$ cat config.mk
export PLATFORM = sky130hd
export DESIGN_NAME = dma_ctl_regs
export DESIGN_NICKNAME = d
export VERILOG_FILES = /design/src/rtl/dma_regs_pkg.sv /design/src/rtl/dma_count_reg.sv /design/src/rtl/dma_addr_reg.sv /design/src/rtl/dma_rd_mux.sv /design/src/rtl/dma_ctl_regs.sv
export SDC_FILE = /design/constraint.sdc
export NUM_CORES = 1
export LEC_CHECK = 0
export BUFFER_PORTS_ARGS = -buffer_cell sky130_fd_sc_hd__buf_2
export CAP_MARGIN = 20
export CORE_MARGIN = 2
export CORE_UTILIZATION = 51
export DETAILED_ROUTE_END_ITERATION = 6
export GPL_ROUTABILITY_DRIVEN = 0
export PLACE_DENSITY = 0.8
export SLEW_MARGIN = 0
export SYNTH_ARGS = -nofsm -noshare
export SYNTH_HDL_FRONTEND = slang
export SYNTH_SLANG_ARGS = --single-unit
$ cat constraint.sdc
create_clock -name clk -period 2.3 [get_ports clk]
set_clock_uncertainty 0.05 [all_clocks]
set_input_delay 0.575 -clock clk [delete_from_list [all_inputs] [get_ports clk]]
set_output_delay 0.575 -clock clk [all_outputs]
set_load 0.02 [all_outputs]
$ cat src/rtl/dma_regs_pkg.sv
// Shared definitions for the DMA setup registers.
// Assumes a one-bit register select decoded by the bus fabric outside.
package dma_regs_pkg;

    // Which register a bus access targets.
    typedef enum logic {
        SEL_COUNT = 1'b0,
        SEL_ADDR  = 1'b1
    } dma_reg_sel_e;

endpackage

$ cat src/rtl/dma_count_reg.sv
// Word count with direction and enable flags.
// A load takes the count from the low data bits and adds one. The next two
// data bits above the count are the direction and enable flags. A step
// lowers the count by one. A load beats a step in the same cycle.
// Assumes BUS_W >= CNT_W + 2.
module dma_count_reg #(
    parameter int CNT_W = 14,
    parameter int BUS_W = 16
) (
    input  logic             clk,
    input  logic             rst_n,
    input  logic             load,
    input  logic [BUS_W-1:0] wr_data,
    input  logic             step,
    output logic [CNT_W-1:0] count,
    output logic             dir,
    output logic             en
);
    localparam int DIR_BIT = CNT_W;
    localparam int EN_BIT  = CNT_W + 1;

    logic [CNT_W-1:0] cnt_q;
    logic             dir_q;
    logic             en_q;

    // Count register: reset, load plus one, or step down.
    always_ff @(posedge clk) begin
        if (!rst_n) begin
            cnt_q <= '0;
        end else if (load) begin
            cnt_q <= wr_data[CNT_W-1:0] + CNT_W'(1);
        end else if (step) begin
            cnt_q <= cnt_q - CNT_W'(1);
        end
    end

    // Flag registers: change only on a load.
    always_ff @(posedge clk) begin
        if (!rst_n) begin
            dir_q <= 1'b0;
            en_q  <= 1'b0;
        end else if (load) begin
            dir_q <= wr_data[DIR_BIT];
            en_q  <= wr_data[EN_BIT];
        end
    end

    assign count = cnt_q;
    assign dir   = dir_q;
    assign en    = en_q;

    AST_CNT_LOAD_PLUS_ONE: assert property (@(posedge clk) disable iff (!rst_n)
        load |=> (cnt_q == CNT_W'($past(wr_data[CNT_W-1:0]) + CNT_W'(1))));
    AST_CNT_STEP_DOWN: assert property (@(posedge clk) disable iff (!rst_n)
        (step && !load) |=> (cnt_q == CNT_W'($past(cnt_q) - CNT_W'(1))));
    AST_FLAGS_HOLD: assert property (@(posedge clk) disable iff (!rst_n)
        !load |=> ($stable(dir_q) && $stable(en_q)));
endmodule

$ cat src/rtl/dma_addr_reg.sv
// Word-aligned DMA address loaded in two halves from the bus address lines.
// One bus address bit selects the half. The high half takes bus bits from
// bit 1 upward. The low half takes the matching bus bits. Only the word
// address is stored, so byte bit 0 is always zero. A step moves one word.
// A load beats a step. Assumes ADDR_W - SPLIT < HALF_BIT < BUS_W.
module dma_addr_reg #(
    parameter int ADDR_W   = 22,
    parameter int SPLIT    = 9,
    parameter int BUS_W    = 16,
    parameter int HALF_BIT = 14
) (
    input  logic              clk,
    input  logic              rst_n,
    input  logic              load,
    input  logic [BUS_W-1:0]  bus_addr,
    input  logic              step,
    output logic [ADDR_W-1:0] addr
);
    localparam int WORD_W = ADDR_W - 1;
    localparam int HI_W   = ADDR_W - SPLIT;
    localparam int LO_W   = SPLIT - 1;

    logic [WORD_W-1:0] word_q;
    logic [WORD_W-1:0] word_d;

    // Next word address from a half load or a step.
    always_comb begin
        word_d = word_q;
        if (load) begin
            if (bus_addr[HALF_BIT]) begin
                word_d = {bus_addr[HI_W:1], word_q[LO_W-1:0]};
            end else begin
                word_d = {word_q[WORD_W-1:LO_W], bus_addr[LO_W:1]};
            end
        end else if (step) begin
            word_d = word_q + WORD_W'(1);
        end
    end

    // Word address register.
    always_ff @(posedge clk) begin
        if (!rst_n) begin
            word_q <= '0;
        end else begin
            word_q <= word_d;
        end
    end

    assign addr = {word_q, 1'b0};

    AST_ADDR_HI_KEEPS_LO: assert property (@(posedge clk) disable iff (!rst_n)
        (load && bus_addr[HALF_BIT]) |=> (addr[SPLIT-1:0] == $past(addr[SPLIT-1:0])));
    AST_ADDR_LO_KEEPS_HI: assert property (@(posedge clk) disable iff (!rst_n)
        (load && !bus_addr[HALF_BIT]) |=> (addr[ADDR_W-1:SPLIT] == $past(addr[ADDR_W-1:SPLIT])));
    AST_ADDR_STEP_WORD: assert property (@(posedge clk) disable iff (!rst_n)
        (step && !load) |=> (addr == ADDR_W'($past(addr) + ADDR_W'(2))));
    AST_ADDR_IDLE_HOLD: assert property (@(posedge clk) disable iff (!rst_n)
        (!step && !load) |=> $stable(addr));
endmodule

$ cat src/rtl/dma_rd_mux.sv
// Registered readback. A count read returns the count with all upper bits
// set. An address read returns all ones, since the address is write-only.
// Without a read strobe the output holds.
module dma_rd_mux #(
    parameter int CNT_W = 14,
    parameter int BUS_W = 16
) (
    input  logic                       clk,
    input  logic                       rst_n,
    input  logic                       rd_en,
    input  dma_regs_pkg::dma_reg_sel_e sel,
    input  logic [CNT_W-1:0]           count,
    output logic [BUS_W-1:0]           rd_data
);
    import dma_regs_pkg::*;

    localparam int PAD_W = BUS_W - CNT_W;

    logic [BUS_W-1:0] rd_q;

    // Capture the selected register on a read strobe.
    always_ff @(posedge clk) begin
        if (!rst_n) begin
            rd_q <= '0;
        end else if (rd_en) begin
            if (sel == SEL_ADDR) begin
                rd_q <= '1;
            end else begin
                rd_q <= {{PAD_W{1'b1}}, count};
            end
        end
    end

    assign rd_data = rd_q;

    AST_RD_HOLD: assert property (@(posedge clk) disable iff (!rst_n)
        !rd_en |=> $stable(rd_data));
    AST_RD_ADDR_ONES: assert property (@(posedge clk) disable iff (!rst_n)
        (rd_en && sel == SEL_ADDR) |=> (rd_data == {BUS_W{1'b1}}));
    AST_RD_CNT_VALUE: assert property (@(posedge clk) disable iff (!rst_n)
        (rd_en && sel == SEL_COUNT) |=> (rd_data[CNT_W-1:0] == $past(count)));
endmodule

$ cat src/rtl/dma_ctl_regs.sv
// Top level of the DMA setup registers. It decodes write strobes to the
// count and address registers, forwards the step strobe to both, and
// registers readback. Transfer sequencing and arbitration live outside.
module dma_ctl_regs #(
    parameter int CNT_W    = 14,
    parameter int ADDR_W   = 22,
    parameter int BUS_W    = 16,
    parameter int SPLIT    = 9,
    parameter int HALF_BIT = 14
) (
    input  logic              clk,
    input  logic              rst_n,
    input  logic              wr_en,
    input  logic              rd_en,
    input  logic              reg_sel,
    input  logic [BUS_W-1:0]  bus_addr,
    input  logic [BUS_W-1:0]  wr_data,
    input  logic              xfer_step,
    output logic [ADDR_W-1:0] dma_addr,
    output logic [CNT_W-1:0]  dma_count,
    output logic              dma_dir,
    output logic              dma_en,
    output logic [BUS_W-1:0]  rd_data
);
    import dma_regs_pkg::*;

    dma_reg_sel_e sel;
    logic         cnt_load;
    logic         adr_load;

    // Decode the write strobe to one register.
    always_comb begin
        sel      = dma_reg_sel_e'(reg_sel);
        cnt_load = wr_en && (sel == SEL_COUNT);
        adr_load = wr_en && (sel == SEL_ADDR);
    end

    dma_count_reg #(.CNT_W(CNT_W), .BUS_W(BUS_W)) count_i (
        .clk     (clk),
        .rst_n   (rst_n),
        .load    (cnt_load),
        .wr_data (wr_data),
        .step    (xfer_step),
        .count   (dma_count),
        .dir     (dma_dir),
        .en      (dma_en)
    );

    dma_addr_reg #(.ADDR_W(ADDR_W), .SPLIT(SPLIT), .BUS_W(BUS_W), .HALF_BIT(HALF_BIT)) addr_i (
        .clk      (clk),
        .rst_n    (rst_n),
        .load     (adr_load),
        .bus_addr (bus_addr),
        .step     (xfer_step),
        .addr     (dma_addr)
    );

    dma_rd_mux #(.CNT_W(CNT_W), .BUS_W(BUS_W)) rd_i (
        .clk     (clk),
        .rst_n   (rst_n),
        .rd_en   (rd_en),
        .sel     (sel),
        .count   (dma_count),
        .rd_data (rd_data)
    );

    AST_ADDR_WORD_ALIGNED: assert property (@(posedge clk) disable iff (!rst_n)
        adr_load |=> (dma_addr[0] == 1'b0));
    AST_CNT_READ_TOP_ONES: assert property (@(posedge clk) disable iff (!rst_n)
        (rd_en && !reg_sel) |=> (rd_data[BUS_W-1:CNT_W] == '1));
    AST_WRITE_BEATS_STEP: assert property (@(posedge clk) disable iff (!rst_n)
        (cnt_load && xfer_step) |=> (dma_count == CNT_W'($past(wr_data[CNT_W-1:0]) + CNT_W'(1))));
endmodule

==> results of run 1 <==
-- report_power, final --
group,internal [mW],switching [mW],total (mW),leakage (nW)
Clock,0.219,0.318,0.537,0.0485
Combinational,0.212,0.316,0.528,1.02
Sequential,0.974,0.0819,1.06,0.430
-- cell type report --
class                           instances  area, um2  area share
Inverter                                5       18.8     0.00550
Sequential cell                        52       1040       0.305
Multi-Input combinational cell        269       1660       0.485
Timing Repair Buffer                   97        520       0.152
Clock inverter                          3       22.5     0.00660
Tap cell                               70       87.6      0.0257
Clock buffer                            5       68.8      0.0202
-- synthesized netlist by cell type (all sizes together), types with 2 or more instances --
library cell	instances	share of area
dfxtp	52	0.37
nor2	37	0.050
nand2	35	0.047
o21ai	31	0.056
a21oi	27	0.048
clkbuf	16	0.022
xnor2	16	0.050
nand3	10	0.018
nand4	10	0.022
xor2	9	0.028
a211oi	8	0.022
o22ai	7	0.020
and4	6	0.019
nor2b	6	0.013
nor3	6	0.013
and3	5	0.011
mux2i	5	0.018
a21boi	4	0.011
a311oi	4	0.013
inv	4	0.0054
o21a	4	0.011
a22o	3	0.0094
ha	3	0.013
o221ai	3	0.0094
a221oi	2	0.0063
a22oi	2	0.0054
a31oi	2	0.0045
a41oi	2	0.0063
and2	2	0.0045
buf	2	0.0054
mux2	2	0.0081
nand2b	2	0.0045
nor3b	2	0.0054
nor4	2	0.0067
o211ai	2	0.0054
or2	2	0.0045
or3	2	0.0063
-- path summary, 6_finish.rpt --
path / endpoint / slack (ns) / cells past startpoint
setup / recovery: count_i.count[13]$_SDFFE_PN0P_ / 0.37 / 5
hold / removal: count_i.dir$_SDFFE_PN0P_ / 0.42 / 2
setup reg to reg: count_i.count[13]$_SDFFE_PN0P_ / 0.37 / 5
hold reg to reg: count_i.dir$_SDFFE_PN0P_ / 0.42 / 2
-- sequential cells by signal, summed over array words and instances (netlist names) --
signal	flops
addr_i.word_q	21
count_i.en	1
count_i.count	14
rd_i.rd_data	15
count_i.dir	1
-- worst max-delay path, cell delays in order (launching register included) --
cell and delay [ns]:
dfxtp_1 0.39, or4_4 0.56, or3_4 0.37, nor4_2 0.19, xnor2_1 0.18, o22ai_2 0.10
-- cell usage in the layout (no fill, tap or decap), types with 8 or more instances in the layout --
master	instances
dfxtp_1	52
a21oi_1	27
buf_4	8
nand3_1	10
buf_2	88
o21ai_0	31
a211oi_1	8
xor2_1	9
nand2_1	35
nand4_1	10
xnor2_1	16
nor2_1	37
-- routing by layer --
layer | up-vias | global-route usage
met2 | 127 | 0.418
met4 | 0 | 0.0632
met1 | 1336 | 0.316
li1 | 1423 | -
met3 | 6 | 0.0419
met5 | - | 0
-- cells by family (layout without fill, tap and decap cells) --
group           after synthesis  in the layout  synth area share
simple gates                130            130             0.241
compound gates              103            103             0.233
flops                        52             52             0.373
xor+xnor                     25             25            0.0785
buf+inv                      23            110            0.0336
mux                           7              7            0.0260
fa+ha+maj                     3              3            0.0135
other cells                   1              1           0.00134
-- through the flow --
step / setup slack [ns] / hold slack, ns / total power, mW / utilization / instance area, um2
after detailed placement: 0.222 / 0.407 / 1.60 / 0.638 / 3320
after CTS: 0.398 / 0.426 / 2.13 / 0.656 / 3410
final: 0.371 / 0.417 / 2.12 / 0.656 / 3410
after floorplan: 0.388 / 0.491 / 1.40 / - / 2790
after global placement: 0.245 / 0.398 / 1.58 / 0.638 / 3320
after global routing: 0.289 / 0.447 / 2.22 / 0.656 / 3410
==> out/qor.csv, run 1 <==
metric;value;unit
Avg WL per Cell;14.6;um
total met3 wirelength after detailed routing;509;um
H-tree Lvls;2;
crit path capture type;register;
maximum net fanout on the critical path;6;
Setup Crit Path Kind;reg2reg;
number of diodes;0;
worst hold path startpoint;count_i.dir$_SDFFE_PN0P_;
first-pass iteration count of the detailed router;5;
mean area per synthesized cell;8.11;um2
Gate Count Post-Synth;344;
critical path launch point type;register;
count of warnings emitted by yosys;0;
clock tree from TritonCTS;built;
ANT nets after route;0;
unrepaired setup endpoints after global routing;no;
clk root buf;clkbuf_8;
Initial Util;0.536;
met2 wire length;3580;um
topmost layer with routed signal wires;met4;
final count of hold timing violations;0;
via count of the routed design;2892;
Worst Hold Class;reg2reg;
# clock sinks;52;
sequential element share of the synthesized area;0.373;
actual slew at the worst max-slew pin;0.576;ns
maximum number of pins on one net before global-route repair;30;
Total Negative Setup Slacks;0;ns
peak clock frequency supported by timing;518;MHz
full die area;0.00608;mm2
Chip Height;78.0;um
filler cell count;456;
clock latency on the worst-skew pair;0.30;ns
max-capacitance violation count;0;
EDFF count, synth;0;
Tmin final;1.93;ns
Final setup violation count;0;
wire length on met1;3180;um
status;finished, final reports clean;
dpl hpwl;5440;um
critical register-to-register path startpoint;count_i.count[6]$_SDFFE_PN0P_;
number of nets in the layout;471;
netlist area before placement;0.00279;mm2
number of buffers added for setup after CTS;0;
number of placement rows;26;
fin cells;501;
width of the die;78.0;um
P&R area growth vs syn;22.4;%
Critical Path AT;2.08;ns
Post-synth top flop;dfxtp_1;
CTS clk-pin slew, worst paths;0.10;ns
detail-routed via count per cell;5.77;
number of global-route vias before repair;2592;
starting DRC count in detailed routing;201;
total of buffers placed on input and output ports;88;
required time of the critical path;2.45;ns
CTS resizes;0;
worst ir drop on vdd;0.000305;V
number of buffers created by CTS;5;
number of antenna violations at the first check in global routing;0;
async set or reset register ratio after synthesis;0;
Worst slew margin;0.615;
Worst setup startpoint;count_i.count[6]$_SDFFE_PN0P_;
ratio of final minimum period to clock period;0.839;
cell total after placement;493;
global router's overall resource usage;0.244;
first-pass GRT wire length;12200;um
total wire length after detailed routing;7310;um
count of final max-slew check failures;0;
Leakage Power;1.50;nW
power density relative to cell area;621;mW/mm2
number of distinct library cell variants in the gate-level netlist after synthesis;50;
count of unresolved DRC violations after routing;0;
Synthesized Nets;385;
Core Region;0.00520;mm2
boundary pin count;92;
post-synthesis register bit count;52;
number of buffers on the longest clock path;2;
global-route congestion overflow total;0;
cts hold-fix bufs;0;
fraction of final layout cells with drive strength greater than 1;0.267;
(Power assumes the default switching activity.)
==> run 2: changes to the inputs <==
Clock period 2.3 ns to 1.9 ns, I/O delays scaled along.
==> out/qor.csv, run 2 (synthesized netlist as in run 1, its figures left out) <==
metric;value;unit;change
Bufs and invs on worst path;0;;unchanged
first-pass GRT wire length;12600;um;+3.6%
number of buffers created by CTS;5;;unchanged
detail-routed via count per cell;5.65;;-2.1%
max FFs per register;21;;unchanged
maximum net fanout on the critical path;3;;-3
Leakage Power;1.55;nW;+3.8%
leading cell types in the layout, fill and taps excluded;buf_2 (88), dfxtp_1 (46), nor2_1 (37), nand2_1 (35), o21ai_0 (31);;
clock tree from TritonCTS;built;;
maximum number of pins on one net before global-route repair;30;;unchanged
Initial Util;0.536;;unchanged
CTS clk-pin slew, worst paths;0.11;ns;about the same
cts hold-fix bufs;0;;unchanged
Avg WL per Cell;14.5;um;-0.51%
critical path launch point type;register;;
via count of the routed design;2898;;+0.21%
most common library cell in the layout ignoring fill and taps;buf_2;;
Chip Height;78.0;um;unchanged
status;finished, final reports clean;;
number of antenna violations at the first check in global routing;0;;unchanged
ratio of final minimum period to clock period;0.973;;+0.134
number of diodes;0;;unchanged
P&R area growth vs syn;26.1;%;
post-route core utilization;0.676;;+0.0197
clk root buf;clkbuf_8;;
starting DRC count in detailed routing;184;;-8.5%
dpl hpwl;5750;um;+5.7%
number of placement rows;26;;unchanged
cell breakdown of the critical path;or4_4, or3_4, nor4_4, xnor2_1, o22ai_2;;
Critical Path AT;2.00;ns;-0.08 ns
clock latency on the worst-skew pair;0.31;ns;about the same
number of global-route vias before repair;2734;;+5.5%
worst ir drop on vdd;0.000474;V;+55%
CP delay by family, top;simple AND/OR/NAND/NOR gates;;
max-capacitance violation count;0;;unchanged
Tmin final;1.85;ns;-0.0800 ns
# clock sinks;52;;unchanged
required time of the critical path;2.05;ns;-0.40 ns
global-route congestion overflow total;0;;unchanged
slowest stage delay, CP;0.55;ns;about the same
H-tree Lvls;2;;unchanged
total wire length after detailed routing;7450;um;+1.9%
Worst Hold Class;in2reg;;
peak clock frequency supported by timing;541;MHz;+4.3%
number of buffers on the longest clock path;2;;unchanged
fraction of final layout cells with drive strength greater than 1;0.302;;+0.0357
count of final max-slew check failures;0;;unchanged
total of buffers placed on input and output ports;88;;unchanged
width of the die;78.0;um;unchanged
count of unresolved DRC violations after routing;0;;unchanged
Setup Crit Path Kind;reg2reg;;
cell total after placement;505;;+2.4%
Worst slew margin;0.663;;+0.0472
Core Region;0.00520;mm2;unchanged
actual slew at the worst max-slew pin;0.504;ns;-0.0715 ns
unrepaired setup endpoints after global routing;yes;;
ANT nets after route;0;;unchanged
most flop-heavy register;addr_i.word_q;;
crit path capture type;register;;
boundary pin count;92;;unchanged
cell with the largest stage delay on the worst path;or4_4;;
total chip power;2.62;mW;+23%
final count of hold timing violations;0;;unchanged
fin cells;513;;+2.4%
number of nets in the layout;483;;+2.5%
Final setup violation count;0;;unchanged
first-pass iteration count of the detailed router;4;;-1
full die area;0.00608;mm2;unchanged
global router's overall resource usage;0.252;;+0.00802
power density relative to cell area;744;mW/mm2;+20%
-- run 2: cell count changes in the layout (fill, tap and decap cells not counted), sizes merged --
cell,change
buf,+12
clkinv,-1
clkinvlp,+1
-- run 2: path summary, 6_finish.rpt --
check             slack (ns)  cells past startpoint                          start                              to
hold reg to reg         0.42                      2        count_i.en$_SDFFE_PN0P_         count_i.en$_SDFFE_PN0P_
setup / recovery        0.05                      5  count_i.count[5]$_SDFFE_PN0P_  count_i.count[13]$_SDFFE_PN0P_
hold / removal          0.33                      2                     wr_data[0]   count_i.count[0]$_SDFFE_PN0P_
setup reg to reg        0.05                      5  count_i.count[5]$_SDFFE_PN0P_  count_i.count[13]$_SDFFE_PN0P_
-- run 2: through the flow --
stage                     setup TNS, ns  setup slack [ns]  area, um2  hold slack [ns]
after floorplan                       0            0.0268       2790            0.491
final                                 0            0.0506       3520            0.334
after global placement                0            0.0538       3400            0.400
after CTS                             0            0.0316       3500            0.334
after detailed placement              0            0.0338       3400            0.407
after global routing           -0.00227          -0.00132       3520            0.344
-- run 2: metal layers --
layer | vias up | track usage | routed length (um)
met3 | 5 | 0.0314 | 412
met1 | 1363 | 0.334 | 3300
met2 | 90 | 0.430 | 3670
met5 | - | 0 | 0
met4 | 0 | 0.0684 | 60
li1 | 1440 | - | -
-- run 2: timing repair --
action | 4_1_cts | 5_1_grt
gates resized for setup | 0 | 8
endpoints found under the setup margin | 0 | 2
buffers inserted | 0 | 0
-- run 2: cell type report --
type / count / area, um2
fillers: 478 / 1690
multi-input cells: 269 / 1670
flip-flops and latches: 52 / 1050
repair buffers: 109 / 598
well taps: 70 / 87.6
clock buffers: 5 / 68.8
clock inverters: 3 / 27.5
inverters: 5 / 18.8
-- run 2: power breakdown --
part / switching [mW] / internal (mW) / leakage (nW)
registers: 0.0876 / 1.18 / 0.432
logic: 0.401 / 0.275 / 1.08
clock network: 0.403 / 0.271 / 0.0463
total: 0.891 / 1.73 / 1.55
==> run 3: changes to the inputs <==
Settings changed: PLACE_DENSITY 0.8 to default, PLACE_DENSITY_LB_ADDON from default to 0.3.
==> out/qor.csv, run 3 (synthesized netlist as in run 1, its figures left out) <==
metric;value;unit;change
clk root buf;clkbuf_8;;
unrepaired setup endpoints after global routing;yes;;
Worst Hold Class;in2reg;;
max-capacitance violation count;0;;unchanged
Design Area, Final;0.00354;mm2;+0.78%
number of nets in the layout;487;;+0.83%
critical register-to-register path startpoint;count_i.count[5]$_SDFFE_PN0P_;;
worst ir drop on vdd;0.000549;V;+16%
clock tree from TritonCTS;built;;
Worst setup startpoint;count_i.count[5]$_SDFFE_PN0P_;;
power density relative to cell area;751;mW/mm2;+0.90%
Post-Place Cell Area;0.00342;mm2;+0.44%
filler cell count;454;;-5.0%
critical path launch point type;register;;
global router's overall resource usage;0.249;;-0.00227
total chip power;2.66;mW;+1.7%
ratio of final minimum period to clock period;0.979;;+0.00596
cts hold-fix bufs;0;;unchanged
count of final max-slew check failures;0;;unchanged
global-route congestion overflow total;0;;unchanged
count of unresolved DRC violations after routing;0;;unchanged
status;finished, final reports clean;;
boundary pin count;92;;unchanged
number of placement rows;26;;unchanged
first-pass iteration count of the detailed router;4;;unchanged
maximum number of pins on one net before global-route repair;30;;unchanged
number of buffers on the longest clock path;2;;unchanged
P&R area growth vs syn;27.0;%;
CTS clk-pin slew, worst paths;0.11;ns;about the same
peak clock frequency supported by timing;537;MHz;-0.61%
Initial Util;0.536;;unchanged
Tmin final;1.86;ns;+0.0113 ns
via count of the routed design;2907;;+0.31%
max FFs per register;21;;unchanged
number of antenna violations at the first check in global routing;0;;unchanged
Total Negative Setup Slacks;0;ns;unchanged
total wire length after detailed routing;7580;um;+1.7%
Setup Crit Path Kind;reg2reg;;
crit path capture type;register;;
number of diodes;0;;unchanged
# clock sinks;52;;unchanged
detail-routed via count per cell;5.62;;-0.47%
number of global-route vias before repair;2772;;+1.4%
Leakage Power;1.58;nW;+1.5%
number of buffers created by CTS;5;;unchanged
Avg WL per Cell;14.7;um;+0.88%
first-pass GRT wire length;12400;um;-1.2%
starting DRC count in detailed routing;143;;-22%
Final Hold Slack;0.358;ns;+0.0246 ns
Chip Height;78.0;um;unchanged
maximum net fanout on the critical path;3;;unchanged
dpl hpwl;5600;um;-2.6%
sequential cell area;0.00104;mm2;-0.83%
final count of hold timing violations;0;;unchanged
placement-stage worst setup slack;0.0648;ns;+0.0310 ns
most common library cell in the layout ignoring fill and taps;buf_2;;
width of the die;78.0;um;unchanged
R2R setup slack;0.04;ns;about the same
Core Region;0.00520;mm2;unchanged
leading cell types in the layout, fill and taps excluded;buf_2 (88), dfxtp_1 (51), nor2_1 (37), nand2_1 (35), o21ai_0 (31);;
clock latency on the worst-skew pair;0.31;ns;about the same
Critical Path AT;2.01;ns;about the same
total of buffers placed on input and output ports;88;;unchanged
worst hold path startpoint;wr_data[14];;
most flop-heavy register;addr_i.word_q;;
ANT nets after route;0;;unchanged
fraction of final layout cells with drive strength greater than 1;0.295;;-0.00718
full die area;0.00608;mm2;unchanged
area taken by multi-input logic gates;0.00167;mm2;+0.30%
required time of the critical path;2.05;ns;about the same
setup ws final;0.0393;ns;-0.0113 ns
Final setup violation count;0;;unchanged
H-tree Lvls;2;;unchanged
==> run 3: metrics by stage <==
stage               std cells  utilization
floorplan                 344            -
global placement          507        0.656
detailed placement        507        0.656
CTS                       515        0.675
global route              517        0.681
finish                    517        0.681
==> run 3: worst max-delay path, stage by stage, from the launching register on <==
cell and delay, ns:
dfxtp_2 0.34, or4_4 0.54, or3_4 0.39, nor3_4 0.18
xnor2_1 0.16, o22ai_2 0.09
==> run 3: cell type report <==
cell class,count,area share
Clock buffer,5,0.0194
Multi-Input combinational cell,269,0.471
Clock inverter,3,0.00812
Inverter,5,0.00529
Timing Repair Buffer,113,0.177
Sequential cell,52,0.294
Tap cell,70,0.0247
==> run 3: path summary, 6_finish.rpt <==
| path | depth (start not counted) | endpoint |
|---|---|---|
| setup / recovery | 5 | count_i.count[12]$_SDFFE_PN0P_ |
| hold / removal | 3 | count_i.dir$_SDFFE_PN0P_ |
| setup reg to reg | 5 | count_i.count[12]$_SDFFE_PN0P_ |
| hold reg to reg | 2 | count_i.en$_SDFFE_PN0P_ |
==> run 3: routing by layer <==
| layer | wire length (um) | track usage | up-vias |
|---|---|---|---|
| met4 | 99 | 0.0684 | 0 |
| met5 | 0 | 0 | - |
| met2 | 3800 | 0.471 | 105 |
| li1 | - | - | 1453 |
| met1 | 3200 | 0.287 | 1341 |
| met3 | 471 | 0.0419 | 8 |
==> run 3: report_power, final <==
part	total (mW)	switching, mW	internal (mW)
Sequential	1.26	0.0826	1.18
Clock	0.696	0.416	0.279
Combinational	0.704	0.413	0.291
==> run 3: what timing repair did <==
| item | in CTS | in global routing |
|---|---|---|
| resized for setup | 0 | 2 |
| endpoints found under the setup margin | 0 | 2 |
| setup buffers | 0 | 2 |
